[config.mk]
export PLATFORM = sky130hd
export DESIGN_NAME = fhd_frame_seq
export DESIGN_NICKNAME = d
export VERILOG_FILES = /design/src/rtl/fhd_pkg.sv /design/src/rtl/fhd_hdr_fetch.sv /design/src/rtl/fhd_geom.sv /design/src/rtl/fhd_frame_seq.sv
export SDC_FILE = /design/constraint.sdc
export NUM_CORES = 1
export LEC_CHECK = 0
export BUFFER_PORTS_ARGS = -buffer_cell sky130_fd_sc_hd__buf_2
export CAP_MARGIN = 20
export CORE_MARGIN = 8
export CORE_UTILIZATION = 46
export DETAILED_ROUTE_END_ITERATION = 10
export GPL_TIMING_DRIVEN = 1
export PLACE_DENSITY = 0.83
export SYNTH_ARGS = -nofsm -noshare
export SYNTH_HDL_FRONTEND = slang
export SYNTH_HIERARCHICAL = 1
export SYNTH_SLANG_ARGS = --single-unit
export TNS_END_PERCENT = 100
[constraint.sdc]
create_clock -name clk -period 3.4 [get_ports clk]
set_input_delay 0.17 -clock clk [delete_from_list [all_inputs] [get_ports clk]]
set_output_delay 0.17 -clock clk [all_outputs]
set_load 0.01 [all_outputs]
[src/rtl/fhd_pkg.sv]
package fhd_pkg;

  typedef enum logic [1:0] {
    FS_IDLE = 2'd0,
    FS_REQ  = 2'd1,
    FS_WAIT = 2'd2
  } fetch_st_e;

  localparam logic [1:0] LM_HDR_ONLY  = 2'd1;
  localparam logic [1:0] LM_DATA_ONLY = 2'd2;

  // log2 of bits per pixel for a header depth code; 0 marks a dropped frame
  function automatic logic [2:0] depth_lg2(input logic [2:0] code);
    case (code)
      3'd0:    return 3'd0;
      3'd1:    return 3'd1;
      3'd2:    return 3'd2;
      3'd3:    return 3'd3;
      default: return 3'd4;
    endcase
  endfunction

endpackage

[src/rtl/fhd_hdr_fetch.sv]
module fhd_hdr_fetch #(
  parameter int AW = 24,
  parameter int EW = 16
) (
  input  logic          clk,
  input  logic          rst_n,
  input  logic          start_i,
  input  logic          abort_i,
  input  logic [AW-1:0] base_i,
  output logic          rd_valid_o,
  input  logic          rd_ready_i,
  output logic [AW-1:0] rd_addr_o,
  input  logic          hdr_valid_i,
  input  logic [EW-1:0] hdr_word_i,
  output logic [EW-1:0] entry_o,
  output logic          loaded_o
);
  import fhd_pkg::*;

  fetch_st_e     st_q, st_d;
  logic [AW-1:0] addr_q, addr_d;
  logic [EW-1:0] ent_q, ent_d;
  logic          ld_q, ld_d;

  always_comb begin
    st_d   = st_q;
    addr_d = addr_q;
    ent_d  = ent_q;
    ld_d   = ld_q;
    if (abort_i) begin
      st_d = FS_IDLE;
      ld_d = 1'b0;
    end else if (start_i) begin
      st_d   = FS_REQ;
      addr_d = base_i;
      ld_d   = 1'b0;
    end else begin
      case (st_q)
        FS_REQ:  if (rd_ready_i) st_d = FS_WAIT;
        FS_WAIT: if (hdr_valid_i) begin
          ent_d = hdr_word_i;
          ld_d  = 1'b1;
          st_d  = FS_IDLE;
        end
        default: st_d = FS_IDLE;
      endcase
    end
  end

  always_ff @(posedge clk or negedge rst_n) begin
    if (!rst_n) begin
      st_q   <= FS_IDLE;
      addr_q <= '0;
      ent_q  <= '0;
      ld_q   <= 1'b0;
    end else begin
      st_q <= st_d;
      ld_q <= ld_d;
      if (start_i) addr_q <= addr_d;
      if (st_q == FS_WAIT) ent_q <= ent_d;
    end
  end

  assign rd_valid_o = (st_q == FS_REQ);
  assign rd_addr_o  = addr_q;
  assign entry_o    = ent_q;
  assign loaded_o   = ld_q;

endmodule

[src/rtl/fhd_geom.sv]
module fhd_geom #(
  parameter int AW          = 24,
  parameter int DW          = 10,
  parameter int HDR_BYTES   = 512,
  parameter int SHORT_BYTES = 32
) (
  input  logic [2:0]    code_i,
  input  logic          data_only_i,
  input  logic [DW-1:0] w_i,
  input  logic [DW-1:0] h_i,
  input  logic          sub_en_i,
  input  logic          sub_first_i,
  input  logic [DW-1:0] sub_lines_i,
  input  logic [AW-1:0] top_i,
  input  logic [AW-1:0] bot_i,
  output logic          skip_o,
  output logic          ovf_o,
  output logic [4:0]    bpp_o,
  output logic [AW-1:0] base_o,
  output logic [DW:0]   stride_o,
  output logic [DW-1:0] first_o,
  output logic [DW-1:0] cnt_o
);
  import fhd_pkg::*;

  localparam int CW = (2*DW + 5 > AW + 2) ? 2*DW + 5 : AW + 2;

  logic [2:0]      lg;
  logic [2*DW-1:0] area;
  logic [CW-1:0]   bytes, off, size;
  logic [DW+4:0]   line_bits;

  always_comb begin
    lg        = depth_lg2(code_i);
    skip_o    = (lg == 3'd0);
    bpp_o     = 5'd1 << lg;
    area      = (2*DW)'(w_i) * (2*DW)'(h_i);
    bytes     = (CW'(area) << lg) >> 3;
    line_bits = (DW+5)'(w_i) << lg;
    stride_o  = (DW+1)'(line_bits >> 3);
    if (data_only_i)          off = '0;
    else if (code_i >= 3'd3)  off = CW'(HDR_BYTES);
    else                      off = CW'(SHORT_BYTES);
    size   = CW'(bot_i) - CW'(top_i);
    ovf_o  = (off + bytes) > (size + CW'(2));
    base_o = top_i + off[AW-1:0];
    first_o = '0;
    cnt_o   = h_i;
    if (sub_en_i) begin
      if (sub_first_i) first_o = sub_lines_i;
      else             cnt_o   = sub_lines_i;
    end
  end

endmodule

[src/rtl/fhd_frame_seq.sv]
module fhd_frame_seq #(
  parameter int AW          = 24,
  parameter int DW          = 10,
  parameter int HDR_BYTES   = 512,
  parameter int SHORT_BYTES = 32
) (
  input  logic          clk,
  input  logic          rst_n,
  input  logic          enable_i,
  input  logic [1:0]    load_mode_i,
  input  logic          dual_i,
  input  logic          cmpl_irq_en_i,
  input  logic          err_irq_en_i,
  input  logic [DW-1:0] width_i,
  input  logic [DW-1:0] height_i,
  input  logic          sub_en_i,
  input  logic          sub_first_i,
  input  logic [DW-1:0] sub_lines_i,
  input  logic [AW-1:0] buf0_top_i,
  input  logic [AW-1:0] buf0_bot_i,
  input  logic [AW-1:0] buf1_top_i,
  input  logic [AW-1:0] buf1_bot_i,
  input  logic [3:0]    addr_ok_i,
  input  logic          frame_tick_i,
  output logic          rd_valid_o,
  input  logic          rd_ready_i,
  output logic [AW-1:0] rd_addr_o,
  input  logic          hdr_valid_i,
  input  logic [15:0]   hdr_word_i,
  output logic [15:0]   hdr_entry_o,
  output logic          hdr_loaded_o,
  output logic          active_o,
  output logic          cur_buf_o,
  output logic [2:0]    cond_o,
  output logic          sync_err_o,
  output logic          cmpl_irq_o,
  output logic          err_irq_o,
  output logic          frm_start_o,
  output logic          frm_buf_o,
  output logic [AW-1:0] pix_base_o,
  output logic [DW:0]   stride_o,
  output logic [4:0]    bpp_o,
  output logic [DW-1:0] first_line_o,
  output logic [DW-1:0] line_cnt_o
);
  import fhd_pkg::*;

  // reset synchronizer: assert asynchronously, release on the clock
  logic [1:0] rs_q;
  logic       rst_i_n;
  always_ff @(posedge clk or negedge rst_n) begin
    if (!rst_n) rs_q <= 2'b00;
    else        rs_q <= {rs_q[0], 1'b1};
  end
  assign rst_i_n = rs_q[1];

  logic en_q, act_q, cur_q, serr_q, irqc_q, irqe_q, frm_q, fbuf_q;
  logic en_rise, en_fall, bounds_ok, data_only, fetch_go, go, accept, overflow;
  logic act_d, cur_d, serr_d;
  logic [2:0] cond_q, cond_d;

  logic          g_skip, g_ovf;
  logic [4:0]    g_bpp;
  logic [AW-1:0] g_base, act_top, act_bot;
  logic [DW:0]   g_stride;
  logic [DW-1:0] g_first, g_cnt;
  logic [AW-1:0] base_q;
  logic [DW:0]   stride_q;
  logic [4:0]    bpp_q;
  logic [DW-1:0] first_q, cnt_q;

  assign en_rise   = enable_i & ~en_q;
  assign en_fall   = ~enable_i & en_q;
  assign bounds_ok = addr_ok_i[0] & addr_ok_i[1] & (~dual_i | (addr_ok_i[2] & addr_ok_i[3]));
  assign data_only = (load_mode_i == LM_DATA_ONLY);
  assign fetch_go  = en_rise & bounds_ok & ~data_only;

  fhd_hdr_fetch #(.AW(AW), .EW(16)) u_fetch (
    .clk        (clk),
    .rst_n      (rst_i_n),
    .start_i    (fetch_go),
    .abort_i    (en_fall | (en_rise & ~fetch_go)),
    .base_i     (buf0_top_i),
    .rd_valid_o (rd_valid_o),
    .rd_ready_i (rd_ready_i),
    .rd_addr_o  (rd_addr_o),
    .hdr_valid_i(hdr_valid_i),
    .hdr_word_i (hdr_word_i),
    .entry_o    (hdr_entry_o),
    .loaded_o   (hdr_loaded_o)
  );

  assign act_top = cur_q ? buf1_top_i : buf0_top_i;
  assign act_bot = cur_q ? buf1_bot_i : buf0_bot_i;

  fhd_geom #(.AW(AW), .DW(DW), .HDR_BYTES(HDR_BYTES), .SHORT_BYTES(SHORT_BYTES)) u_geom (
    .code_i     (hdr_entry_o[14:12]),
    .data_only_i(data_only),
    .w_i        (width_i),
    .h_i        (height_i),
    .sub_en_i   (sub_en_i),
    .sub_first_i(sub_first_i),
    .sub_lines_i(sub_lines_i),
    .top_i      (act_top),
    .bot_i      (act_bot),
    .skip_o     (g_skip),
    .ovf_o      (g_ovf),
    .bpp_o      (g_bpp),
    .base_o     (g_base),
    .stride_o   (g_stride),
    .first_o    (g_first),
    .cnt_o      (g_cnt)
  );

  assign go       = act_q & enable_i & frame_tick_i & (load_mode_i != LM_HDR_ONLY)
                    & (data_only | hdr_loaded_o);
  assign accept   = go & ~g_skip & ~g_ovf;
  assign overflow = go & ~g_skip & g_ovf;

  always_comb begin
    act_d  = act_q;
    cur_d  = cur_q;
    serr_d = serr_q;
    cond_d = cond_q | (accept ? (3'b001 << cur_q) : 3'b000);
    if (en_rise) begin
      act_d  = bounds_ok;
      cur_d  = 1'b0;
      serr_d = 1'b0;
      cond_d = {~bounds_ok, 2'b00};
    end else if (en_fall) begin
      act_d  = 1'b0;
      serr_d = 1'b0;
    end else if (overflow) begin
      act_d  = 1'b0;
      serr_d = 1'b1;
    end else if (accept & dual_i) begin
      cur_d = ~cur_q;
    end
  end

  always_ff @(posedge clk or negedge rst_i_n) begin
    if (!rst_i_n) begin
      en_q   <= 1'b0;
      act_q  <= 1'b0;
      cur_q  <= 1'b0;
      serr_q <= 1'b0;
      cond_q <= 3'b000;
      irqc_q <= 1'b0;
      irqe_q <= 1'b0;
      frm_q  <= 1'b0;
    end else begin
      en_q   <= enable_i;
      act_q  <= act_d;
      cur_q  <= cur_d;
      serr_q <= serr_d;
      cond_q <= cond_d;
      irqc_q <= accept & cmpl_irq_en_i;
      irqe_q <= en_rise & ~bounds_ok & err_irq_en_i;
      frm_q  <= accept;
    end
  end

  always_ff @(posedge clk or negedge rst_i_n) begin
    if (!rst_i_n) begin
      fbuf_q   <= 1'b0;
      base_q   <= '0;
      stride_q <= '0;
      bpp_q    <= '0;
      first_q  <= '0;
      cnt_q    <= '0;
    end else if (accept) begin
      fbuf_q   <= cur_q;
      base_q   <= g_base;
      stride_q <= g_stride;
      bpp_q    <= g_bpp;
      first_q  <= g_first;
      cnt_q    <= g_cnt;
    end
  end

  assign active_o     = act_q;
  assign cur_buf_o    = cur_q;
  assign cond_o       = cond_q;
  assign sync_err_o   = serr_q;
  assign cmpl_irq_o   = irqc_q;
  assign err_irq_o    = irqe_q;
  assign frm_start_o  = frm_q;
  assign frm_buf_o    = fbuf_q;
  assign pix_base_o   = base_q;
  assign stride_o     = stride_q;
  assign bpp_o        = bpp_q;
  assign first_line_o = first_q;
  assign line_cnt_o   = cnt_q;

endmodule

==> impl_metrics.yaml, run 1 <==
outcome:
  outcome: "complete, but fails checks"
  violations: "negative setup slack"
logic_synthesis:
  synth_top_area_share_pct: 22.26
  ys_seq_elements: 116
  synth_edf_count: 0
  synthCells: 1421
  avgSynthCellArea_um2: 9.175
  yosysTopAreaCell: "dfrtp_1"
  synth_area_leaders: "dfrtp_1 22%, mux2_2 13%, ha_1 11%, fa_1 9.7%, nand2_1 4.0%"
  ys_seq_area_share_pct: 22.26
  mappedNetlistArea_mm2: 0.01304
  yosys.cell_types.count: 87
  synth-main-ff-cell: "dfrtp_1"
  synth-async-reset-ratio_pct: 100.0
  yosysWarnings: 6
hold_path:
  min_path_type: "in -> async"
pwr:
  power_density_mw_per_mm2: 784.5
  ir_drop_v: 0.0007408
  p_leak_nw: 10.09
  power_frac_comb_pct: 77.8
  p_int_mw: 8.569
  power.total_mw: 15.26
  seqPwrFrac_pct: 10.0
  clock_power_share_pct: 12.2
  netSwitchingPower_mw: 6.694
  switching_share_pct: 43.86
global_route:
  grt_overflow: 0
  grt_pass1_wl_mm: 78.43
  grt_max_degree: 77
  grt_pass1_vias: 15470
  antenna_found_initial: 0
  grt_use_total_pct: 28.71
clock_network:
  clock_sinks: 116
  cts_tree: "yes"
  cts-root-buf: "clkbuf_16"
  clock_path_buffers: 2
  clock_latency_ns: 0.44
  clk_pin_slew_worst_paths_ns: 0.07
  cts_buffers: 17
  cts_max_level: 4
final_layout:
  n_antenna_cell: 0
  utilization_pct: 69.85
  syn2layout_area_growth_pct: 49.24
  final_common_cell: "buf_4"
  stdcell_count: 2460
  finalNetCount: 2403
  drive_gt1_share_pct: 46.25
  layout_common_cells: "380 x buf_4, 259 x buf_2, 131 x nand2_1"
  nFillCells: 1920
sta:
  fmax_ghz: 0.1196
  rsz0062_at_grt: "true"
  timing.final.crit_share_pct: 246.0
  maxSlewViolCount: 0
  skew_ns: 0.01263
  setup_tns_ns: -331.98
  hold_viol: 0
  setup-violations-final: 68
  maxSlewHeadroom_pct: 43.16
  fin_crit_ns: 8.364
  tightest_slew_ns: 0.8461
  fin_ws_ns: -4.964
route:
  wl_mm: 48.98
  via_count: 13890
  post-route-drc-count: 0
  drtIter0Drc: 1009
  firstDrtPassIters: 7
  wl_met3_mm: 3.189
  route.met2.wl_mm: 24.70
  met1_length_mm: 17.81
  via_per_inst: 5.648
  routedWlPerCell_um: 19.91
  top_layer_used: "met4"
  ant_nets: 0
setup_path:
  cp-start-kind: "primary input"
  endpoint: "stride_o[7]"
  cp.required_ns: 3.72
  critPathSlowestCell: "fa_1"
  critical_path.max_stage_delay_ns: 0.54
  reg2reg_slack_ns: -3.57
  crit_type: "in -> reg"
  r2r_end: "stride_o[7]"
  end_kind: "register"
  cp_max_fo: 6
  r2r_cells: 30
  crit_arrival_ns: 8.68
  r2r-start: "cur_buf_o"
  crit_start: "width_i[4]"
placement:
  placement.io_buffers: 270
  dp_cells: 2353
  place_congestion: 0.9461
  hpwl_mm: 34.73
floorplan:
  die_w_um: 184.4
  dieArea_mm2: 0.03398
  core_area_mm2: 0.02786
  boundaryPins: 271
  start_util_pct: 46.80
  row_count: 61
  dieHeight_um: 184.4
job:
  cap_violations: 0
-- worst min path at each step --
stage	startpoint	to	slack, ns	cells past startpoint
after floorplan	rst_n	rs_q[0]	-0.13	0
after global placement	rst_n	rs_q[0]	-0.04	1
after detailed placement	rst_n	rs_q[0]	-0.04	1
after CTS	rst_n	rs_q[1]	0.03	2
after global routing	buf0_top_i[23]	u_fetch/rd_addr_o[23]	0.04	2
final	rst_n	rs_q[1]	0.05	2
-- area by class of cell --
cell class	instances	area [um2]	share of cell area (%)
multi-input cells	1110	10000	51.41
repair buffers	708	5052	25.97
flip-flops and latches	116	2908	14.94
well taps	378	473.0	2.431
inverters	116	435.4	2.238
clock buffers	18	429.2	2.206
clock inverters	14	156.4	0.8038
-- cell usage after synthesis (5+ instances only) --
library cell  number
o22ai_1            5
nor2b_1            9
a31oi_1            8
nor3_1            27
nor3b_1            5
nor2_1            49
fa_1              63
clkbuf_1          49
nand2_1          138
a21o_1            28
buf_4             11
o21a_1             6
a21oi_1           66
nand2b_1          10
ha_1             112
mux2_4             9
o211ai_1          18
xnor2_1           55
buf_1              6
inv_1            116
mux2i_1           11
nand4_1           14
buf_2              9
a211oi_1          16
and3_1            20
xor2_1            29
nor4_1             8
a211o_1            6
dfrtp_1          116
and2_1            76
mux2_2           153
nand3_1           37
buf_6              5
o21ai_0           44
-- per-stage QoR --
stage / hold slack [ns] / instance area, um2 / setup slack [ns]
final: 0.05362 / 19460 / -4.964
after CTS: 0.03088 / 19380 / -4.833
after global routing: 0.04121 / 19460 / -5.330
after global placement: -0.04134 / 17490 / -5.332
after detailed placement: -0.03939 / 17490 / -5.536
after floorplan: -0.1256 / 13460 / -5.046
-- worst max-delay path: cells and delay by family --
family                     cells  cell delay, ns
adders and majority gates      8            3.32
AOI/OAI and AO/OA             14            2.55
and+or+nand+nor                7            1.17
buffers and inverters          7            0.99
muxes                          1            0.32
xor gates and xnor gates       1            0.15
-- per-layer routing --
metal  global-route usage, %  up-vias
met5                       0        -
met3                   5.966      240
met4                   18.68        0
met1                   30.27     6716
li1                        -     6256
met2                   51.38      682
-- cells by family (layout without fill, tap and decap cells) --
kind of cell | after synthesis | in the layout | synth area share, %
other | 2 | 3 | 0.05760
and+or+nand+nor | 420 | 420 | 16.50
muxes | 178 | 178 | 15.70
adders and majority gates | 175 | 175 | 20.42
buffers and inverters | 196 | 856 | 6.334
xor gates and xnor gates | 85 | 85 | 5.768
AOI/OAI and AO/OA | 249 | 249 | 12.96
DFF | 116 | 116 | 22.26
-- flip-flops by register name (all words and copies together) (netlist names), 2 cells and up --
register / count
pix_base_o: 24
u_fetch/rd_addr_o: 24
u_fetch/entry_o: 16
stride_o: 11
first_line_o: 10
line_cnt_o: 10
bpp_o: 5
cond_o: 3
rs_q: 2
u_fetch/st_q: 2
-- power by group through the flow --
stage          clock network, mW  registers [mW]  logic [mW]
4_1_cts                     1.87            1.54        11.2
5_1_grt                     1.94            1.54        12.9
3_5_place_dp                   0            1.56        10.3
6_report                    1.86            1.53        11.9
2_1_floorplan                  0            1.60        5.69
3_3_place_gp                   0            1.55        9.97
-- what timing repair did --
action | in CTS | in global routing
buffers inserted | 26 | 11
hold buffers | 40 | 0
endpoints found under the setup margin | 68 | 68
pin swaps | 46 | 41
gates resized for setup | 111 | 34
endpoints found under the hold margin | 41 | 0
cloned | 8 | 0
Note: power is estimated with default switching activity, not from simulation.
==> run 2: changes to the inputs <==
- MAX_ROUTING_LAYER: default -> met4
==> impl_metrics.yaml, run 2 (synthesized netlist as in run 1, its figures left out) <==
global_route:
  grt_pass1_vias: 14860
  grt_max_degree: 77
  grt_use_total_pct: 28.02
  grt_pass1_wl_mm: 74.41
  antenna_found_initial: 0
  grt_overflow: 0
sta:
  setup-violations-final: 68
  fin_crit_ns: 8.382
  fmax_ghz: 0.1193
  rsz0062_at_grt: "true"
  skew_ns: 0.01560
  hold_viol: 0
  timing.final.crit_share_pct: 246.5
  tightest_slew_ns: 0.5842
  maxSlewHeadroom_pct: 61.05
  setup_tns_ns: -333.05
  maxSlewViolCount: 0
  fin_ws_ns: -4.982
  hold_ws_ns: 0.03796
hold_path:
  hold-path-endpoint: "u_fetch/rd_addr_o[21]"
  min_path_cells: 2
  hold_start: "buf0_top_i[21]"
  min_path_type: "in -> reg"
clock_network:
  cts_buffers: 17
  cts_max_level: 4
  clk_pin_slew_worst_paths_ns: 0.06
  clock_latency_ns: 0.44
  cts_tree: "yes"
  cts-root-buf: "clkbuf_16"
  clock_sinks: 116
  clock_path_buffers: 2
outcome:
  outcome: "complete, but fails checks"
  violations: "negative setup slack"
floorplan:
  boundaryPins: 271
  die_w_um: 184.4
  core_area_mm2: 0.02786
  dieHeight_um: 184.4
  dieArea_mm2: 0.03398
  start_util_pct: 46.80
  row_count: 61
final_layout:
  nFillCells: 1948
  layout_common_cells: "373 x buf_4, 256 x buf_2, 130 x nand2_1"
  final_common_cell: "buf_4"
  stdcell_count: 2452
  utilization_pct: 69.87
  fin_area_mm2: 0.01946
  finalNetCount: 2396
  syn2layout_area_growth_pct: 49.29
  n_antenna_cell: 0
  drive_gt1_share_pct: 46.48
  multi_input_area_mm2: 0.01007
  seq_area_mm2: 0.002908
placement:
  hpwl_mm: 34.82
  dp_cells: 2354
  placement.io_buffers: 270
  post-place-ws_ns: -5.586
  place_congestion: 0.9612
  placed_area_mm2: 0.01749
route:
  via_count: 13550
  routedWlPerCell_um: 19.43
  post-route-drc-count: 0
  drtIter0Drc: 919
  via_per_inst: 5.524
  ant_nets: 0
  firstDrtPassIters: 6
  wl_mm: 47.64
pwr:
  power.total_mw: 15.33
  p_leak_nw: 10.09
  ir_drop_v: 0.0007139
  power_density_mw_per_mm2: 787.6
setup_path:
  critPathSlowestCell: "fa_1"
  r2r_end: "pix_base_o[6]"
  end_kind: "register"
  r2r-start: "cur_buf_o"
  crit_arrival_ns: 8.69
  reg2reg_slack_ns: -3.59
  r2r_cells: 27
  cp-start-kind: "primary input"
  cp_max_fo: 7
  critical_path.max_stage_delay_ns: 0.58
  crit_type: "in -> reg"
  cp.required_ns: 3.71
job:
  cap_violations: 0
## run 2: cell types whose count changed in the layout (fill, tap and decap cells not counted), sizes merged
cell / previous run / this run
buf: 668 / 662
clkbuf: 18 / 20
clkinv: 9 / 4
clkinvlp: 1 / 4
dlygate4sd3: 40 / 38
## run 2: layout make-up
type | instances | area share [%]
clock buffer | 19 | 2.276
sequential | 116 | 14.94
multi-input combinational | 1110 | 51.74
timing repair buffer | 701 | 25.70
tap | 378 | 2.430
clock inverter | 12 | 0.6750
inverter | 116 | 2.237
## run 2: power by group
group	internal [mW]	total (mW)	switching [mW]
Clock	1.09	1.83	0.733
Sequential	1.47	1.53	0.0581
Combinational	6.04	12.0	5.94
Total	8.60	15.3	6.73
## run 2: worst max-delay path by stage
stage,from,endpoint,slack [ns],depth (start not counted)
6_report,width_i[2],pix_base_o[6],-4.98,42
2_1_floorplan,width_i[7],line_cnt_o[0],-5.05,40
3_5_place_dp,height_i[2],stride_o[6],-5.59,36
3_3_place_gp,height_i[2],first_line_o[9],-5.38,38
4_1_cts,width_i[3],pix_base_o[0],-4.79,42
5_1_grt,height_i[3],pix_base_o[9],-5.27,42
## run 2: routing by layer
layer | share of wire [%] | track usage, % | vias to the layer above
li1 | - | - | 6231
met1 | 38 | 30.12 | 6534
met2 | 51 | 49.11 | 593
met3 | 5.4 | 4.784 | 188
met4 | 5.3 | 14.59 | 0
met5 | 0 | - | -
## run 2: repair_timing
action,CTS,global route
pin swaps,45,49
buffers inserted,24,7
gates resized for setup,96,75
hold buffers,37,1
cloned,5,1
hold endpoints to repair,38,1
setup endpoints to repair,68,68
## run 2: critical path, delay by kind of cell
family / cells / cell delay [ns]
xor gates and xnor gates: 1 / 0.16
adders and majority gates: 8 / 3.12
muxes: 2 / 0.49
AOI/OAI and AO/OA: 15 / 2.63
and+or+nand+nor: 8 / 1.12
buffers and inverters: 8 / 0.96
==> run 3: changes to the inputs <==
- CORE_UTILIZATION: 46 -> 40
- PLACE_DENSITY: 0.83 -> 0.75
==> impl_metrics.yaml, run 3 (synthesized netlist as in run 1, its figures left out) <==
outcome:
  outcome: "complete, but fails checks"
  violations: "negative setup slack"
setup_path:
  critPathSlowestCell: "fa_2"
  cp-start-kind: "primary input"
  cp_max_fo: 8
  end_kind: "register"
  crit_arrival_ns: 8.64
  crit_type: "in -> reg"
  cp.required_ns: 3.71
  critical_path.max_stage_delay_ns: 0.62
global_route:
  grt_overflow: 0
  antenna_found_initial: 0
  grt_use_total_pct: 23.51
  grt_pass1_vias: 14200
  grt_pass1_wl_mm: 71.68
  grt_max_degree: 67
sta:
  skew_ns: 0.01370
  hold_viol: 0
  maxSlewHeadroom_pct: 53.35
  timing.final.crit_share_pct: 245.1
  maxSlewViolCount: 0
  fin_ws_ns: -4.935
  rsz0062_at_grt: "true"
  tightest_slew_ns: 0.6997
  fmax_ghz: 0.1200
  setup-violations-final: 68
  fin_crit_ns: 8.335
route:
  firstDrtPassIters: 5
  drtIter0Drc: 569
  wl_mm: 45.28
  ant_nets: 0
  post-route-drc-count: 0
  via_count: 13030
  via_per_inst: 5.177
  routedWlPerCell_um: 18.00
floorplan:
  row_count: 66
  dieArea_mm2: 0.03863
  dieHeight_um: 196.5
  core_area_mm2: 0.03229
  die_w_um: 196.5
  boundaryPins: 271
  start_util_pct: 40.38
final_layout:
  stdcell_count: 2516
  final_common_cell: "buf_4"
  drive_gt1_share_pct: 46.00
  syn2layout_area_growth_pct: 50.16
  layout_common_cells: "366 x buf_4, 253 x buf_2, 129 x nand2_1"
  nFillCells: 2736
  finalNetCount: 2395
  n_antenna_cell: 0
pwr:
  power_density_mw_per_mm2: 782.3
  p_leak_nw: 10.11
  ir_drop_v: 0.0007305
placement:
  placement.io_buffers: 270
  place_congestion: 0.9388
  hpwl_mm: 34.74
  post-place-ws_ns: -5.602
  dp_cells: 2408
hold_path:
  min_path_type: "in -> reg"
clock_network:
  clk_pin_slew_worst_paths_ns: 0.07
  cts_tree: "yes"
  clock_sinks: 116
  cts_max_level: 4
  cts-root-buf: "clkbuf_16"
  clock_latency_ns: 0.43
  cts_buffers: 17
  clock_path_buffers: 2
job:
  cap_violations: 0
[run 3: metrics by stage]
| step | cell area (um2) | hold slack [ns] | setup TNS (ns) | power (mW) | utilization (%) |
|---|---|---|---|---|---|
| 6_report | 19580 | 0.03663 | -331.23 | 15.32 | 60.63 |
| 4_1_cts | 19280 | 0.01114 | -323.78 | 14.77 | 59.71 |
| 2_1_floorplan | 13460 | -0.1256 | -338.83 | 7.295 | - |
| 3_5_place_dp | 17510 | -0.03865 | -376.01 | 12.09 | 54.23 |
| 5_1_grt | 19580 | 0.01399 | -351.70 | 16.52 | 60.63 |
| 3_3_place_gp | 17510 | -0.04336 | -371.40 | 11.94 | 54.23 |
[run 3: report_power, final]
group          internal (mW)  leakage (nW)  switching [mW]
registers               1.47          1.57          0.0573
logic                   6.17          8.25            5.80
clock network           1.04         0.284           0.777
total                   8.68          10.1            6.63
[run 3: worst paths after layout]
check | end | slack [ns] | startpoint | cells after the start
max reg2reg | stride_o[7] | -3.44 | cur_buf_o | 29
max in group asynchronous | cur_buf_o | 2.19 | rs_q[1] | 1
max | stride_o[7] | -4.93 | width_i[4] | 39
min reg2reg | rs_q[1] | 0.36 | rs_q[0] | 0
min | u_fetch/rd_addr_o[23] | 0.04 | buf0_top_i[23] | 2
min in group asynchronous | rs_q[0] | 0.07 | rst_n | 2
[run 3: what timing repair did]
action,4_1_cts,5_1_grt
gates cloned,5,3
pin swaps,40,38
setup buffers,23,9
endpoints found under the hold margin,43,0
hold buffers,42,0
gates resized for setup,110,57
setup endpoints to repair,68,68
[run 3: worst max-delay path: cells and delay by family]
kind                     cells  cell delay [ns]
multiplexers                 1             0.29
adder cells (fa/ha/maj)      8             3.22
XOR/XNOR                     1             0.15
buffers and inverters        6             0.91
AO/OA/AOI/OAI               16             2.72
AND/OR/NAND/NOR              7             1.19
[run 3: cell type report]
cell class / count / area [um2] / area share, %
Sequential cell: 116 / 2908 / 14.85
Clock buffer: 17 / 425.4 / 2.173
Tap cell: 442 / 553.0 / 2.825
Timing Repair Buffer: 700 / 5092 / 26.01
Inverter: 116 / 435.4 / 2.224
Clock inverter: 15 / 160.2 / 0.8181
Multi-Input combinational cell: 1110 / 10000 / 51.10
[run 3: per-layer routing]
layer | global-route usage, % | wire length [um] | vias to the layer above
met4 | 8.535 | 1653 | 0
met3 | 3.445 | 1466 | 84
li1 | - | - | 6240
met2 | 41.97 | 23670 | 333
met1 | 26.46 | 18490 | 6369
met5 | - | 0 | -
